==> config.mk <==
export PLATFORM = sky130hd
export DESIGN_NAME = ctl3w_decoder
export DESIGN_NICKNAME = d
export VERILOG_FILES = /design/src/rtl/ctl3w_pkg.sv /design/src/rtl/ctl3w_sync.sv /design/src/rtl/ctl3w_shifter.sv /design/src/rtl/ctl3w_regfile.sv /design/src/rtl/ctl3w_decoder.sv
export SDC_FILE = /design/constraint.sdc
export NUM_CORES = 1
export LEC_CHECK = 0
export ABC_AREA = 1
export BUFFER_PORTS_ARGS = -buffer_cell sky130_fd_sc_hd__buf_2
export CAP_MARGIN = 10
export CORE_AREA = 2 2 71 73
export DETAILED_ROUTE_END_ITERATION = 8
export DIE_AREA = 0 0 73 75
export GPL_TIMING_DRIVEN = 1
export SYNTH_ARGS = -nofsm -noshare
export SYNTH_HDL_FRONTEND = slang
export SYNTH_SLANG_ARGS = --single-unit
==> constraint.sdc <==
create_clock -name clk -period 1.5 [get_ports clk]
set_input_delay 0.3 -clock clk [delete_from_list [all_inputs] [get_ports clk]]
set_output_delay 0.3 -clock clk [all_outputs]
set_load 0.02 [all_outputs]
==> src/rtl/ctl3w_pkg.sv <==
package ctl3w_pkg;

    localparam int BYTE_W = 8;
    localparam int ADDR_W = 6;
    localparam int CNT_W  = $clog2(BYTE_W);
    localparam logic [ADDR_W-1:0] DEV_ADDR = 6'b000101;
    localparam logic [5:0] RESTORE_CODE = 6'b000001;

    typedef enum logic [1:0] {
        XFER_AUDIO  = 2'b00,
        XFER_NONE_A = 2'b01,
        XFER_SYSTEM = 2'b10,
        XFER_NONE_B = 2'b11
    } xfer_e;

    typedef enum logic [1:0] {
        RSEL_PRIMARY = 2'b00,
        RSEL_SPARE   = 2'b01,
        RSEL_SECOND  = 2'b10,
        RSEL_COMMAND = 2'b11
    } rsel_e;

    typedef struct packed {
        logic [1:0] clk_sel;
        logic [2:0] in_fmt;
        logic [5:0] vol;
        logic [1:0] deemph;
        logic       mute;
    } cfg_t;

    typedef struct packed {
        logic              is_addr;
        logic [BYTE_W-1:0] bits;
    } rx_byte_t;

    function automatic cfg_t cfg_defaults();
        return '0;
    endfunction

    function automatic logic addr_hit(logic [BYTE_W-1:0] b);
        return b[BYTE_W-1:BYTE_W-ADDR_W] == DEV_ADDR;
    endfunction

endpackage

==> src/rtl/ctl3w_sync.sv <==
module ctl3w_sync #(
    parameter int STAGES = 2
) (
    input  logic clk,
    input  logic rst,
    input  logic mode_i,
    input  logic sclk_i,
    input  logic sdat_i,
    output logic mode_o,
    output logic dat_o,
    output logic rise_o,
    output logic mode_chg_o
);
    // Bit order within each stage: {mode, clk, dat}; the bus clock idles high.
    localparam logic [2:0] IDLE = 3'b010;

    logic [2:0] pipe [STAGES];
    logic       clk_prev;
    logic       mode_prev;

    for (genvar s = 0; s < STAGES; s++) begin : g_stage
        if (s == 0) begin : g_first
            always_ff @(posedge clk) begin
                if (rst) pipe[s] <= IDLE;
                else     pipe[s] <= {mode_i, sclk_i, sdat_i};
            end
        end else begin : g_next
            always_ff @(posedge clk) begin
                if (rst) pipe[s] <= IDLE;
                else     pipe[s] <= pipe[s-1];
            end
        end
    end

    always_ff @(posedge clk) begin
        if (rst) begin
            clk_prev  <= 1'b1;
            mode_prev <= 1'b0;
        end else begin
            clk_prev  <= pipe[STAGES-1][1];
            mode_prev <= pipe[STAGES-1][2];
        end
    end

    assign mode_o     = pipe[STAGES-1][2];
    assign dat_o      = pipe[STAGES-1][0];
    assign rise_o     = pipe[STAGES-1][1] & ~clk_prev;
    assign mode_chg_o = pipe[STAGES-1][2] ^ mode_prev;
endmodule

==> src/rtl/ctl3w_shifter.sv <==
module ctl3w_shifter
    import ctl3w_pkg::*;
(
    input  logic     clk,
    input  logic     rst,
    input  logic     mode,
    input  logic     dat,
    input  logic     rise,
    input  logic     mode_chg,
    output logic     rx_vld,
    output rx_byte_t rx
);
    logic [CNT_W-1:0]  cnt;
    logic [BYTE_W-1:0] shreg;
    logic [BYTE_W-1:0] shnext;

    assign shnext = {dat, shreg[BYTE_W-1:1]};

    always_ff @(posedge clk) begin
        if (rst) begin
            cnt    <= '0;
            shreg  <= '0;
            rx_vld <= 1'b0;
            rx     <= '0;
        end else begin
            rx_vld <= 1'b0;
            if (mode_chg) begin
                cnt <= '0;
            end else if (rise) begin
                shreg <= shnext;
                if (cnt == CNT_W'(BYTE_W - 1)) begin
                    cnt        <= '0;
                    rx_vld     <= 1'b1;
                    rx.bits    <= shnext;
                    rx.is_addr <= ~mode;
                end else begin
                    cnt <= cnt + 1'b1;
                end
            end
        end
    end
endmodule

==> src/rtl/ctl3w_regfile.sv <==
module ctl3w_regfile
    import ctl3w_pkg::*;
(
    input  logic     clk,
    input  logic     rst,
    input  logic     rx_vld,
    input  rx_byte_t rx,
    output cfg_t     cfg,
    output logic     sel_q,
    output xfer_e    xfer_q
);
    rsel_e      rsel;
    logic [5:0] val;

    assign rsel = rsel_e'(rx.bits[7:6]);
    assign val  = rx.bits[5:0];

    always_ff @(posedge clk) begin
        if (rst) begin
            cfg    <= cfg_defaults();
            sel_q  <= 1'b0;
            xfer_q <= XFER_AUDIO;
        end else if (rx_vld) begin
            if (rx.is_addr) begin
                sel_q  <= addr_hit(rx.bits);
                xfer_q <= xfer_e'(rx.bits[1:0]);
            end else if (sel_q) begin
                unique case (xfer_q)
                    XFER_AUDIO: begin
                        if (rsel == RSEL_PRIMARY) begin
                            cfg.vol <= val;
                        end else if (rsel == RSEL_SECOND) begin
                            cfg.deemph <= val[4:3];
                            cfg.mute   <= val[2];
                        end else if (rsel == RSEL_COMMAND && val == RESTORE_CODE) begin
                            cfg <= cfg_defaults();
                        end
                    end
                    XFER_SYSTEM: begin
                        if (rsel == RSEL_PRIMARY) begin
                            cfg.clk_sel <= val[5:4];
                            cfg.in_fmt  <= val[3:1];
                        end
                    end
                    default: ;
                endcase
            end
        end
    end
endmodule

==> src/rtl/ctl3w_decoder.sv <==
module ctl3w_decoder
    import ctl3w_pkg::*;
#(
    parameter int SYNC_STAGES = 2
) (
    input  logic       clk,
    input  logic       rst,
    input  logic       cb_mode,
    input  logic       cb_clk,
    input  logic       cb_dat,
    output logic [1:0] clk_sel,
    output logic [2:0] in_fmt,
    output logic [5:0] vol,
    output logic [1:0] deemph,
    output logic       mute
);
    logic     s_mode;
    logic     s_dat;
    logic     s_rise;
    logic     s_chg;
    logic     rx_vld;
    rx_byte_t rx;
    cfg_t     cfg_q;
    logic     sel_q;
    xfer_e    xfer_q;

    ctl3w_sync #(.STAGES(SYNC_STAGES)) u_sync (
        .clk        (clk),
        .rst        (rst),
        .mode_i     (cb_mode),
        .sclk_i     (cb_clk),
        .sdat_i     (cb_dat),
        .mode_o     (s_mode),
        .dat_o      (s_dat),
        .rise_o     (s_rise),
        .mode_chg_o (s_chg)
    );

    ctl3w_shifter u_shift (
        .clk      (clk),
        .rst      (rst),
        .mode     (s_mode),
        .dat      (s_dat),
        .rise     (s_rise),
        .mode_chg (s_chg),
        .rx_vld   (rx_vld),
        .rx       (rx)
    );

    ctl3w_regfile u_regs (
        .clk    (clk),
        .rst    (rst),
        .rx_vld (rx_vld),
        .rx     (rx),
        .cfg    (cfg_q),
        .sel_q  (sel_q),
        .xfer_q (xfer_q)
    );

    assign clk_sel = cfg_q.clk_sel;
    assign in_fmt  = cfg_q.in_fmt;
    assign vol     = cfg_q.vol;
    assign deemph  = cfg_q.deemph;
    assign mute    = cfg_q.mute;
endmodule

==> results.md, run 1 <==
Setup path:
- The required time at the endpoint of the critical path is 1.74 ns.
- The critical path contains buffers and inverters numbering 2 combined.
- The worst setup path is captured at a register.
- On the critical path, the stage with the largest delay is an instance of sky130_fd_sc_hd__dfxtp_1.
- Tracing the worst setup path back leads to its startpoint at u_shift.cnt[0].
- The critical path is of the register to register type.
- The startpoint of the most critical register-to-register path is u_shift.cnt[0].
- STA classifies the critical path startpoint as a register.
- The largest fanout on the critical path is 9.
- For the worst setup path, the data arrival time is 1.60 ns.
- The dominant delay contributor by cell family on the critical path is simple AND/OR/NAND/NOR gates.
- The worst stage delay on the critical path is 0.36 ns.
- The signal on the critical path passes through ha_1, ha_1, inv_1, nor2_4, nand2_2, nand2_1, nand2_1, inv_1.

STA:
- The fmax is 737 MHz.
- On the final layout, the worst hold slack is 0.198 ns.
- The worst-case headroom to the max-slew limit is 79.6%.
- The share of the cycle needed by the critical path after routing is 90.5%.
- The slew at the pin closest to its max-slew limit is 0.304 ns.
- The hold violation count in the final report is 0.
- The clock skew after layout is 0.00387 ns.
- The final period demand of the worst path is 1.36 ns.
- Setup repair after global routing left no endpoint under its margin.
- Setup violations remaining at the end of the flow were counted as 0.
- The final sum of negative setup slack is 0 ns.
- After layout, the worst setup slack is 0.142 ns.
- The number of pins exceeding their max-slew limit in the final report was 0.

Floorplanning:
- For this configuration, the core starts out at a cell density of 38.8%.
- The number of core rows is 25.
- The top-level port count is 19.
- The total area inside the core boundary comes to 4660 µm².
- The die covers 5480 µm².
- The die span in y is 75 µm.
- The horizontal die dimension is 73 µm.

Routing:
- The average vias per placed instance is 4.53.
- The remaining antenna violation count after routing is 0.
- The first detailed-routing pass ran for 4 iterations.
- The routed layout has 1469 vias.
- After detailed routing, the number of remaining DRC violations is 0.
- In this run, the number of DRC markers left after iteration 0 of detailed routing was 100.
- The routed length per placed instance is 10.5 µm.
- The wire length reported by the detailed router is 3390 µm.

Finish:
- The count of nets after finishing is 277.
- Cells with a size suffix above 1 make up 15.6% of the layout.
- The final cell utilization of the core is 44.2%.
- The synthesis-to-layout area growth is 14.1%.
- The leading cell type in the layout, fill and taps excluded is sky130_fd_sc_hd__nand2_1.
- The sequential cell area is 901 µm².
- In the layout the commonest cells are sky130_fd_sc_hd__nand2_1 (64), sky130_fd_sc_hd__dfxtp_1 (45), sky130_fd_sc_hd__inv_1 (38).
- The area of the multi-input gates is 739 µm².
- 0 antenna diodes ended up in the layout.
- The filler cells instantiated in the layout total 492.

Power:
- The cell leakage power is 0.000952 µW.
- For this design the ratio of total power to cell area is 982 nW/µm².
- The peak ir drop on the vdd network is 0.581 mV.

Worst hold path:
- The startpoint identified for the worst hold timing path is cb_clk.
- The min-delay analysis places its worst path in the category primary input to register.

Run:
- The number of max-capacitance violations reported is 0.

Logic synthesis:
- Dividing the synthesized area by the synthesized cell count gives 7.34 µm².
- In this run the cell area of the synthesized design comes to 1810 µm².
- After synthesis, the cell types taking the most area are sky130_fd_sc_hd__dfxtp_1 (50%), sky130_fd_sc_hd__nand2_1 (13%), sky130_fd_sc_hd__inv_1 (7.9%).
- The count of warnings emitted by yosys is 0.
- The synthesized design contains 45 register bits.
- The number of unique standard cell types used by synthesis is 21.
- Of all cell types, the one taking the most synthesized area is sky130_fd_sc_hd__dfxtp_1.
- The share of Yosys cell area claimed by the top area cell type is 49.9%.
- The synthesized instance count is 246.
- Sequential elements use 49.9% of the synthesized area.
- The post-synthesis net count is 253.

Clock network:
- The number of hold-repair buffers added at the cts stage is 0.
- The cell at the root of the clock tree is sky130_fd_sc_hd__clkbuf_8.
- The TritonCTS buffer count is 5.
- Once the clock tree was built, the resizer swapped 0 gates to a different size.
- The number of setup buffers added after CTS is 0.
- TritonCTS built the clock tree.
- After clock tree synthesis, the clock-pin slew on the worst setup and hold paths is 0.08 ns.
- CTS built an H-tree with a depth of 2.
- Clock latency on the worst-skew pair, taken at its later pin, is 0.29 ns.
- Counting every sink on the clock net gives 45.
- The buffer levels on the longest clock path is 2.

Global route:
- Global routing used 14.7% of the available tracks across all layers.
- The met3 track demand over resource in global routing is 5.22%.
- The total overflow left after global routing is 0.
- The met2 demand-to-capacity share in global routing is 24.2%.
- The number of antenna violations at the first check in global routing is 0.
- The largest net degree at the start of global routing is 24.
- The most used routing layer in global routing is met2.
- The number of global-route vias before repair is 1399.
- The first-pass GRT wire length is 6190 µm.
- The global routing usage on met1 is 18.0%.

Status:
- The flow ran to the end, and the final reports show no timing, DRC or antenna violations.

Placement:
- The pre-CTS worst setup slack is 0.119 ns.
- The placer congestion estimate is 0.748.
- Detailed placement ended at an HPWL of 2490 µm.
- The number of port buffers is 18.
## worst register-to-register path: stages, from the launching register on
cell                      delay, ns
sky130_fd_sc_hd__dfxtp_1       0.36
sky130_fd_sc_hd__ha_1          0.16
sky130_fd_sc_hd__ha_1          0.19
sky130_fd_sc_hd__inv_1         0.10
sky130_fd_sc_hd__nor2_4        0.19
sky130_fd_sc_hd__nand2_2       0.13
sky130_fd_sc_hd__nand2_1       0.08
sky130_fd_sc_hd__nand2_1       0.04
sky130_fd_sc_hd__inv_1         0.05
## cell usage after synthesis
cell                       number
sky130_fd_sc_hd__clkbuf_1       4
sky130_fd_sc_hd__nand2_1       64
sky130_fd_sc_hd__nor2_2         2
sky130_fd_sc_hd__or2_2          2
sky130_fd_sc_hd__inv_1         38
sky130_fd_sc_hd__nand3_1       15
sky130_fd_sc_hd__a21oi_4        1
sky130_fd_sc_hd__nor2_1        26
sky130_fd_sc_hd__nand2_4        2
sky130_fd_sc_hd__buf_2          1
sky130_fd_sc_hd__o21ai_0       15
sky130_fd_sc_hd__nor2_4         2
sky130_fd_sc_hd__a21oi_1       18
sky130_fd_sc_hd__nand2_2        4
sky130_fd_sc_hd__nand4_1        1
sky130_fd_sc_hd__nor3_1         1
sky130_fd_sc_hd__ha_1           2
sky130_fd_sc_hd__dfxtp_1       45
sky130_fd_sc_hd__o21ai_1        1
sky130_fd_sc_hd__xnor2_1        1
sky130_fd_sc_hd__inv_2          1
## registers in the layout, summed over array words and instances (netlist names)
| register | cells |
|---|---|
| u_regs.sel_q | 1 |
| u_regs.xfer_q | 2 |
| u_sync.mode_prev | 1 |
| u_shift.rx | 9 |
| u_shift.shreg | 7 |
| u_shift.cnt | 3 |
| u_sync.pipe | 6 |
| u_sync.clk_prev | 1 |
| u_shift.rx_vld | 1 |
| u_regs.cfg | 14 |
## metrics by stage
step,total power [µW],area [µm²],instances
after floorplan,1280,1810,246
after global placement,1300,1970,317
after detailed placement,1300,1970,317
after CTS,2060,2060,324
after global routing,2130,2060,324
final,2020,2060,324
## cell type report
| class | count | area share, % |
|---|---|---|
| Clock buffer | 7 | 4.19 |
| Inverter | 39 | 7.10 |
| Multi-Input combinational cell | 157 | 35.9 |
| Sequential cell | 45 | 43.7 |
| Tap cell | 54 | 3.28 |
| Timing Repair Buffer | 22 | 5.83 |
## report_power, final
| group | leakage [µW] | internal (µW) | switching, µW |
|---|---|---|---|
| Sequential | 0.000364 | 1210 | 6.53 |
| Combinational | 0.000544 | 20.9 | 38.5 |
| Clock | 0.0000443 | 366 | 382 |
## layer usage
layer	vias to the layer above	part of all wire (%)
li1	801	-
met1	647	49
met2	19	46
met3	2	3.7
met4	0	0.38
met5	-	0
## final timing paths
check	depth (start not counted)	endpoint	slack, ns
max reg2reg	8	u_shift.rx[1]	0.14
min	2	u_sync.pipe[0][1]	0.20
min reg2reg	2	u_sync.pipe[1][0]	0.41
max	8	u_shift.rx[1]	0.14
## logic make-up (layout without fill, tap and decap cells)
logic type,Yosys count,count (layout),synth area share [%]
buffers and inverters,44,68,9.21
XOR/XNOR,1,1,0.485
AND/OR/NAND/NOR,119,119,28.7
adder cells (fa/ha/maj),2,2,1.38
flip-flops,45,45,49.9
AO/OA/AOI/OAI,35,35,10.3
Note: power is estimated with default switching activity, not from simulation.
==> run 2, diff against run 1 <==
--- a/config.mk
+++ b/config.mk
@@ -12,6 +12,7 @@
 export DETAILED_ROUTE_END_ITERATION = 8
 export DIE_AREA = 0 0 73 75
 export GPL_TIMING_DRIVEN = 1
+export PLACE_DENSITY = 0.64
 export SYNTH_ARGS = -nofsm -noshare
 export SYNTH_HDL_FRONTEND = slang
 export SYNTH_SLANG_ARGS = --single-unit
==> results.md, run 2 (synthesized netlist as in run 1, its figures left out) <==
Status:
- The flow ran to the end, and the final reports show no timing, DRC or antenna violations.

Floorplanning:
- The floorplan step defined a die boundary enclosing 5480 µm².
- The region available for standard cell placement spans 4660 µm².
- From left edge to right edge, the die measures 73 µm.
- The die span in y is 75 µm.
- For this design the top-level I/O count stands at 19.
- The number of core rows is 25.
- The starting density of the core is 38.8%.

Finish:
- The net count of the finished layout is 277.
- The top cell types in the final layout, fill and taps aside, are sky130_fd_sc_hd__nand2_1 (64), sky130_fd_sc_hd__dfxtp_1 (45), sky130_fd_sc_hd__inv_1 (38).
- Registers take 901 µm².
- Counting flops per register, the top entry is u_regs.cfg.
- The largest registers in the layout are u_regs.cfg (14), u_shift.rx (9), u_shift.shreg (7).
- The post-route netlist has 15.1% of its cells at a drive strength greater than 1.
- The register with the most flip-flops in the layout has 14 of them.
- From synthesis to final layout, the design area changed by 13.7%.
- After filler insertion, the fill cell instance count of the layout stands at 494.
- The number of inserted diodes is 0.
- The library cell used most frequently in the layout, excluding fill and tap cells, is sky130_fd_sc_hd__nand2_1.
- Measured on the finished design, the core utilization comes to 44.1%.
- The area of the multi-input gates is 739 µm².

STA:
- The share of the cycle needed by the critical path after routing is 88.6%.
- For the pin with the worst max-slew slack, the measured transition is 0.291 ns.
- The final sum of negative setup slack is 0 ns.
- The number of pins exceeding their max-slew limit in the final report came to 0.
- The number of endpoints failing setup at the final stage is 0.
- The fmax is 752 MHz.
- The final period demand of the worst path is 1.33 ns.
- The hold violation count in the final report came to 0.
- Across the routed clock network, the largest skew measured is 0.00469 ns.
- The worst-case headroom to the max-slew limit is 80.5%.
- Setup repair after global routing left no endpoint under its margin.

Clock network:
- In this run the clock root is driven by a sky130_fd_sc_hd__clkbuf_8.
- In this run the deepest clock path goes through 2 buffers.
- After clock tree synthesis, the setup repair step added 0 buffers.
- For the worst-skew pair, the clock arrives at the later sink with an insertion delay of 0.30 ns.
- The post-cts gate resize count is 0.
- The TritonCTS buffer count is 5.
- CTS saw 45 sinks.
- The H-tree generated during clock tree synthesis spans 2 levels.
- The clock-pin slew of the registers on the worst-case setup and hold paths is 0.08 ns.
- In this run, post-CTS hold repair placed 0 buffers.
- TritonCTS built the clock tree.

Power:
- The post-route total power is 1990 µW.
- The power density of the placed cells is 970 nW/µm².
- The worst-case IR drop observed on VDD is 0.481 mV.
- The cell leakage power is 0.000948 µW.

Global route:
- The largest net degree at the start of global routing is 24.
- The first-pass GRT wire length is 5890 µm.
- For this run, the total global-route usage over all layers was measured as 13.9%.
- For this run the aggregate overflow at the end of global routing stands at 0.
- The number of global-route vias before repair was 1388.
- The number of antenna violations at the first check in global routing is 0.

Routing:
- The first TritonRoute pass finished after 4 iterations.
- After detailed routing, the average wire length per cell comes to 10.2 µm.
- In the routed design, unresolved DRC markers number 0.
- The remaining antenna violation count after routing is 0.
- The overall via count from detail_route is 1465.
- Wires add up to 3320 µm.
- The count of routing violations after the opening detailed-route iteration is 50.
- The average vias per placed instance is 4.51.

Setup path:
- The endpoint identified for the worst register-to-register timing path is u_shift.rx[5].
- The required time at the endpoint of the critical path is 1.75 ns.
- The count of buffering cells on the critical path with inverters included is 2.
- Grouping stages by cell kind, the critical path spends the most delay in simple AND/OR/NAND/NOR gates.
- The slowest library cell on the worst path is sky130_fd_sc_hd__dfxtp_1.
- The start-to-end type of the worst setup path is register to register.
- The startpoint identified for the worst register-to-register timing path is u_shift.cnt[0].
- The largest single stage delay on the critical path is 0.36 ns.
- The worst register-to-register path has a setup slack of 0.17 ns.
- The worst register-to-register path has a depth of 8.
- The element type at the critical path start is a register.
- Traced cell by cell, the critical path runs through ha_1, ha_1, inv_1, nor2_4, nand2_2, nand2_1, nand2_1, inv_1.
- The largest fanout on the critical path is 9.
- The data arrival at the endpoint of the critical path is 1.58 ns.
- The worst setup path is captured at a register.

Worst hold path:
- The class of the tightest hold or removal check is primary input to register.
- The number of instances on the worst hold path is 2.
- For hold timing, the worst endpoint is u_sync.pipe[0][1].
- The origin of the worst min-delay path is cb_clk.

Placement:
- Routability-driven placement finished with a final weighted congestion of 0.779.
- Once detailed placement completed, the half-perimeter wirelength came to 2470 µm.
- During placement, the flow inserted port buffers numbering 18.

Run:
- The number of max-capacitance violations reported is 0.
-- run 2: routing by layer --
| layer | GRT usage (%) | vias up | wire length (µm) |
|---|---|---|---|
| li1 | - | 800 | - |
| met4 | 5.56 | 0 | 60 |
| met3 | 4.02 | 6 | 97 |
| met2 | 24.1 | 14 | 1620 |
| met1 | 16.2 | 645 | 1550 |
| met5 | 0 | - | 0 |
-- run 2: power breakdown --
group          switching, µW  internal [µW]  total [µW]
clock                    387            331         719
combinational           37.8           20.8        58.6
sequential              6.71           1210        1220
-- run 2: worst max path at each step --
stage,start,endpoint,slack [ns],cells past startpoint
2_1_floorplan,u_shift.cnt[0],u_shift.rx[3],0.32,8
3_3_place_gp,u_shift.cnt[0],u_shift.rx[5],0.25,8
3_5_place_dp,u_shift.cnt[0],u_shift.rx[5],0.17,8
4_1_cts,u_shift.cnt[0],u_shift.rx[5],0.14,8
5_1_grt,u_shift.cnt[0],u_shift.rx[1],0.01,8
6_report,u_shift.cnt[0],u_shift.rx[5],0.17,8
-- run 2: area by class of cell --
type | instances | area share, %
multi-input combinational | 157 | 36.0
sequential | 45 | 43.8
inverter | 39 | 7.13
timing repair buffer | 22 | 5.85
clock buffer | 8 | 3.90
tap | 54 | 3.29
-- run 2: metrics by stage --
| stage | cell area, µm² | setup WS (ns) | hold WS (ns) | instances |
|---|---|---|---|---|
| after detailed placement | 1970 | 0.167 | 0.399 | 317 |
| after global placement | 1970 | 0.254 | 0.389 | 317 |
| final | 2050 | 0.171 | 0.190 | 325 |
| after floorplan | 1810 | 0.319 | 0.388 | 246 |
| after CTS | 2050 | 0.145 | 0.198 | 325 |
| after global routing | 2050 | 0.0133 | 0.194 | 325 |
